### src/rtl/fault_pkg.sv
package fault_pkg;

    localparam int FW = 16;
    typedef logic [FW-1:0] fword_t;

    // bit positions decoded by neighbouring logic
    localparam int B_PROT_CPU = 0;
    localparam int B_PROT_DMA = 1;
    localparam int B_MEM_PAR  = 2;
    localparam int B_IO_PAR   = 3;
    localparam int B_DMA_PAR  = 4;
    localparam int B_IO_ADDR  = 5;
    localparam int B_IO_XFER  = 6;
    localparam int B_SPARE    = 7;
    localparam int B_MEM_ADDR = 8;
    localparam int B_ST_LO    = 13;
    localparam int B_ST_HI    = 15;

    localparam fword_t RSVD_MASK  = fword_t'(16'h1E00);
    localparam fword_t ADDR_MASK  = fword_t'((1 << B_IO_ADDR) | (1 << B_MEM_ADDR));
    localparam fword_t ABORT_MASK = fword_t'((1 << B_PROT_CPU) | ADDR_MASK);

    localparam logic [15:0] CODE_CLR_READ = 16'hA00F;
    localparam logic [15:0] CODE_PEEK     = 16'h8401;
    localparam logic [15:0] CODE_LOAD     = 16'h0401;

    typedef enum logic [1:0] {
        OP_NONE,
        OP_LOAD,
        OP_PEEK,
        OP_CLEAR
    } fop_e;

    // error conditions, active high after input inversion
    typedef struct packed {
        logic prot;
        logic mem_par;
        logic io_par;
        logic dma_par;
        logic addr;
        logic io_xfer;
        logic spare;
        logic sys;
    } fin_t;

    function automatic fop_e decode_op(input logic valid, input logic [15:0] word);
        fop_e op;
        op = OP_NONE;
        if (valid) begin
            case (word)
                CODE_CLR_READ: op = OP_CLEAR;
                CODE_PEEK:     op = OP_PEEK;
                CODE_LOAD:     op = OP_LOAD;
                default:       op = OP_NONE;
            endcase
        end
        return op;
    endfunction

endpackage

### src/rtl/fault_route.sv
module fault_route
    import fault_pkg::*;
(
    input  fin_t   flt,
    input  logic   io_cycle,
    input  logic   dma_ack,
    input  logic   hold_ack,
    output fword_t set_vec
);
    logic blocked;
    assign blocked = dma_ack | hold_ack;

    always_comb begin
        set_vec             = '0;
        set_vec[B_PROT_CPU] = flt.prot & ~blocked;
        set_vec[B_PROT_DMA] = flt.prot & dma_ack;
        set_vec[B_MEM_PAR]  = flt.mem_par;
        set_vec[B_IO_PAR]   = flt.io_par;
        set_vec[B_DMA_PAR]  = flt.dma_par;
        set_vec[B_IO_ADDR]  = flt.addr & io_cycle & ~blocked;
        set_vec[B_MEM_ADDR] = flt.addr & ~io_cycle & ~blocked;
        set_vec[B_IO_XFER]  = flt.io_xfer;
        set_vec[B_SPARE]    = flt.spare;
        set_vec[B_ST_LO]    = flt.sys;
        set_vec[B_ST_HI]    = flt.sys;
    end
endmodule

### src/rtl/fault_cmd_dec.sv
module fault_cmd_dec
    import fault_pkg::*;
(
    input  logic        cmd_valid,
    input  logic [15:0] cmd_word,
    input  logic        mc_load,
    output logic        do_clear,
    output logic        do_load
);
    fop_e op;
    assign op       = decode_op(cmd_valid, cmd_word);
    assign do_clear = (op == OP_CLEAR);
    assign do_load  = (op == OP_LOAD) | mc_load;
endmodule

### src/rtl/fault_irq_gate.sv
module fault_irq_gate
    import fault_pkg::*;
(
    input  logic   clk,
    input  logic   rst,
    input  fword_t fault_q,
    input  logic   abort_hit,
    input  logic   blocked,
    output logic   l1_req,
    output logic   abort_n
);
    logic armed_r;
    logic pend_r;
    logic abort_r;
    logic any_set;

    assign any_set = |fault_q;
    assign l1_req  = armed_r & any_set;
    assign abort_n = ~abort_r;

    always_ff @(posedge clk) begin
        if (rst) begin
            armed_r <= 1'b1;
            pend_r  <= 1'b0;
            abort_r <= 1'b0;
        end else begin
            if (!any_set)
                armed_r <= 1'b1;
            else if (l1_req)
                armed_r <= 1'b0;
            pend_r  <= abort_hit;
            abort_r <= pend_r & ~abort_r & ~blocked;
        end
    end
endmodule

### src/rtl/fault_reg_unit.sv
module fault_reg_unit
    import fault_pkg::*;
(
    input  logic        clk,
    input  logic        rst,
    input  logic        prot_err_n,
    input  logic        mem_par_n,
    input  logic        io_par_n,
    input  logic        dma_par_n,
    input  logic        addr_err_n,
    input  logic        io_xfer_n,
    input  logic        spare_n,
    input  logic        sys_fault_n,
    input  logic        bus_tmo,
    input  logic        io_cycle,
    input  logic        dma_ack,
    input  logic        hold_ack,
    input  logic        cmd_valid,
    input  logic [15:0] cmd_word,
    input  logic        mc_load,
    input  logic [15:0] bus_data,
    output logic [15:0] fault_q,
    output logic        l1_req,
    output logic        abort_n,
    output logic        ill_addr_n
);
    fin_t   fin;
    fword_t cap;
    fword_t fault_r;
    fword_t nxt;
    logic   do_clear;
    logic   do_load;
    logic   blocked;
    logic   abort_hit;

    assign fin.prot    = ~prot_err_n;
    assign fin.mem_par = ~mem_par_n;
    assign fin.io_par  = ~io_par_n;
    assign fin.dma_par = ~dma_par_n;
    assign fin.addr    = ~addr_err_n | bus_tmo;
    assign fin.io_xfer = ~io_xfer_n;
    assign fin.spare   = ~spare_n;
    assign fin.sys     = ~sys_fault_n;

    assign blocked = dma_ack | hold_ack;

    fault_route u_route (
        .flt      (fin),
        .io_cycle (io_cycle),
        .dma_ack  (dma_ack),
        .hold_ack (hold_ack),
        .set_vec  (cap)
    );

    fault_cmd_dec u_dec (
        .cmd_valid (cmd_valid),
        .cmd_word  (cmd_word),
        .mc_load   (mc_load),
        .do_clear  (do_clear),
        .do_load   (do_load)
    );

    always_comb begin
        nxt = do_clear ? '0 : fault_r;
        nxt = nxt | cap;
        if (do_load)
            nxt = nxt | fword_t'(bus_data);
        nxt = nxt & ~RSVD_MASK;
    end

    always_ff @(posedge clk) begin
        if (rst)
            fault_r <= '0;
        else
            fault_r <= nxt;
    end

    assign abort_hit = |(cap & ~fault_r & ABORT_MASK);

    fault_irq_gate u_gate (
        .clk       (clk),
        .rst       (rst),
        .fault_q   (fault_r),
        .abort_hit (abort_hit),
        .blocked   (blocked),
        .l1_req    (l1_req),
        .abort_n   (abort_n)
    );

    assign fault_q    = fault_r;
    assign ill_addr_n = ~((|(fault_r & ADDR_MASK)) & ~blocked);
endmodule

### config.mk
export PLATFORM = sky130hd
export DESIGN_NAME = fault_reg_unit
export DESIGN_NICKNAME = d
export VERILOG_FILES = /design/src/rtl/fault_pkg.sv /design/src/rtl/fault_route.sv /design/src/rtl/fault_cmd_dec.sv /design/src/rtl/fault_irq_gate.sv /design/src/rtl/fault_reg_unit.sv
export SDC_FILE = /design/constraint.sdc
export NUM_CORES = 1
export LEC_CHECK = 0
export CAP_MARGIN = 20
export CORE_ASPECT_RATIO = 1.1
export CORE_MARGIN = 3
export CORE_UTILIZATION = 37
export DETAILED_ROUTE_END_ITERATION = 6
export GPL_TIMING_DRIVEN = 0
export PLACE_DENSITY = 0.85
export SKIP_LAST_GASP = 1
export SYNTH_ARGS = -nofsm -noshare
export SYNTH_HDL_FRONTEND = slang
export SYNTH_HIERARCHICAL = 1
export SYNTH_SLANG_ARGS = --single-unit
export TNS_END_PERCENT = 50
### constraint.sdc
create_clock -name clk -period 2.99 [get_ports clk]
set_input_delay 0.299 -clock clk [delete_from_list [all_inputs] [get_ports clk]]
set_output_delay 0.299 -clock clk [all_outputs]
set_load 0.05 [all_outputs]
==> metrics.cfg <==
[status]
status = finished clean

[synthesis]
syn_area_um2 = 917
syn_avg_cell_area_um2 = 7.98
synth_cells = 115
yosys_warnings = 6

[grt]
grt_pass1_vias = 965
grt_remaining_overflow = 0
grtUsageMet1_pct = 19.9
grt-busiest-layer = met2
grt_usage_pct = 17.7
grt_max_degree = 11
grtUsageMet2_pct = 31.0
grtUsageMet3_pct = 6.17
antenna_found_initial = 0
grt_pass1_wl_mm = 4.08

[floorplanning]
die_h_um = 58.2
die-width_um = 53.5
pin_count = 67
initial_utilization_pct = 39.9
dieArea_mm2 = 0.00311
rows = 18
core_area_mm2 = 0.00230

[final_layout]
final_area_mm2 = 0.00159
fin_cells = 214
area.sequential_um2 = 300
diodes = 0
area_delta_synth_final_pct = 73.1
nets = 233
multiInputGateArea_um2 = 450
drive_above_1_share_pct = 13.6
fillCellCount = 205

[sta]
tightest_slew_ns = 0.507
maxSlewHeadroom_pct = 66.1
fin_tns_setup_ns = 0
grt_setup_unrepaired = no
hold_viol = 0
layout_min_cycle_time_ns = 2.33
worst_clock_skew_ns = 0.00366
finalSetupViolCount = 0
hold_ws_ns = 0.429
setup_slack_ns = 0.657
fmax_mhz = 429
maxSlewViolCount = 0
min_period_over_period_pct = 78.0

[hold_path]
whs_path_depth = 1
hp-class = reg -> reg

[place]
dp_cells = 210
dpl_cell_area_mm2 = 0.00156
dp_hpwl_mm = 2.04
io_buffers = 58
place.gp.congestion = 0.705
dp_slack_ns = 0.791

[setup_path]
critPathMaxStageDelay_ns = 0.74
crit_family = buffers and inverters
path_depth = 3
r2r_cells = 2
critical_path_arrival_ns = 2.03
cp_slowest_cell = clkdlybuf4s50_1
cp_data_required_time_ns = 2.69
crit_type = reg -> out
path_buf_inv = 1
cp-end-kind = output port
crit_chain = nor4_1 > a41oi_1 > clkdlybuf4s50_1
path_max_fanout = 4
cp-start-kind = register

[clocking]
cts-resized-gates = 0
clkLatencyLatePin_ns = 0.29
cts_root_buffer = clkbuf_4
numClockSinks = 15
cts.path.max_buffers = 2
cts_setup_buffers = 0
numCtsBuffers = 3
cts_tree = built
cts_hold_buffers = 0
clk_pin_slew_worst_paths_ns = 0.09
h-tree-depth = 1

[power]
vdd_ir_drop_max_mv = 0.297
p_per_area_mw_per_mm2 = 347
power_leakage_nw = 0.682

[routing]
wire_per_inst_um = 11.4
ant_nets = 0
via_per_inst = 4.46
drtIter0Drc = 2
drt_wl_total_mm = 2.43
drc = 0
firstDrtPassIters = 3
vias = 955

[run]
maxCapViolations = 0

==> placed cells by master, fill, tap and decap left out, types with 2 or more instances in the layout <==
| master | count |
|---|---|
| clkdlybuf4s50_1 | 58 |
| nor4b_2 | 4 |
| buf_4 | 13 |
| nor4_1 | 5 |
| a31oi_1 | 12 |
| inv_1 | 21 |
| o21bai_1 | 2 |
| dfxtp_1 | 15 |
| nand2b_1 | 13 |
| nand2_1 | 12 |
| conb_1 | 9 |
| clkbuf_4 | 3 |
==> per-layer routing <==
layer / part of all wire, % / vias to the layer above
li1: - / 501
met1: 41 / 420
met2: 51 / 32
met3: 7.6 / 2
met4: 0.33 / 0
met5: 0 / -
==> worst reg2reg max path: stages, from the launching register on <==
cell     delay (ns)
dfxtp_1        0.35
nor4_1         0.45
a41o_1         0.23
==> stage by stage <==
stage	utilization (%)	power (mW)
floorplan	-	0.339
global placement	68.0	0.432
detailed placement	68.0	0.436
CTS	69.1	0.555
global route	69.1	0.579
finish	69.1	0.551
==> flip-flops by register name, summed over array words and instances (netlist names) <==
signal,cells
u_gate/armed_r,1
fault_q,12
u_gate/abort_r,1
u_gate/pend_r,1
==> final timing paths <==
path	startpoint	endpoint	slack (ns)
hold / removal	u_gate/abort_r	u_gate/abort_r	0.43
hold reg to reg	u_gate/abort_r	u_gate/abort_r	0.43
setup reg to reg	fault_q[0]	u_gate/armed_r	1.90
setup / recovery	fault_q[0]	l1_req	0.66
==> layout make-up <==
cell class	count	share of cell area, %
Inverter	21	4.96
Tap cell	30	2.36
Clock buffer	4	1.65
Sequential cell	15	18.9
Timing Repair Buffer	58	36.6
Buffer	15	7.17
Multi-Input combinational cell	71	28.4
==> power breakdown <==
group / switching (mW) / internal, mW
clock: 0.0677 / 0.0519
combinational: 0.102 / 0.103
sequential: 0.0120 / 0.214
No activity file was read; power rests on OpenSTA's default activity.
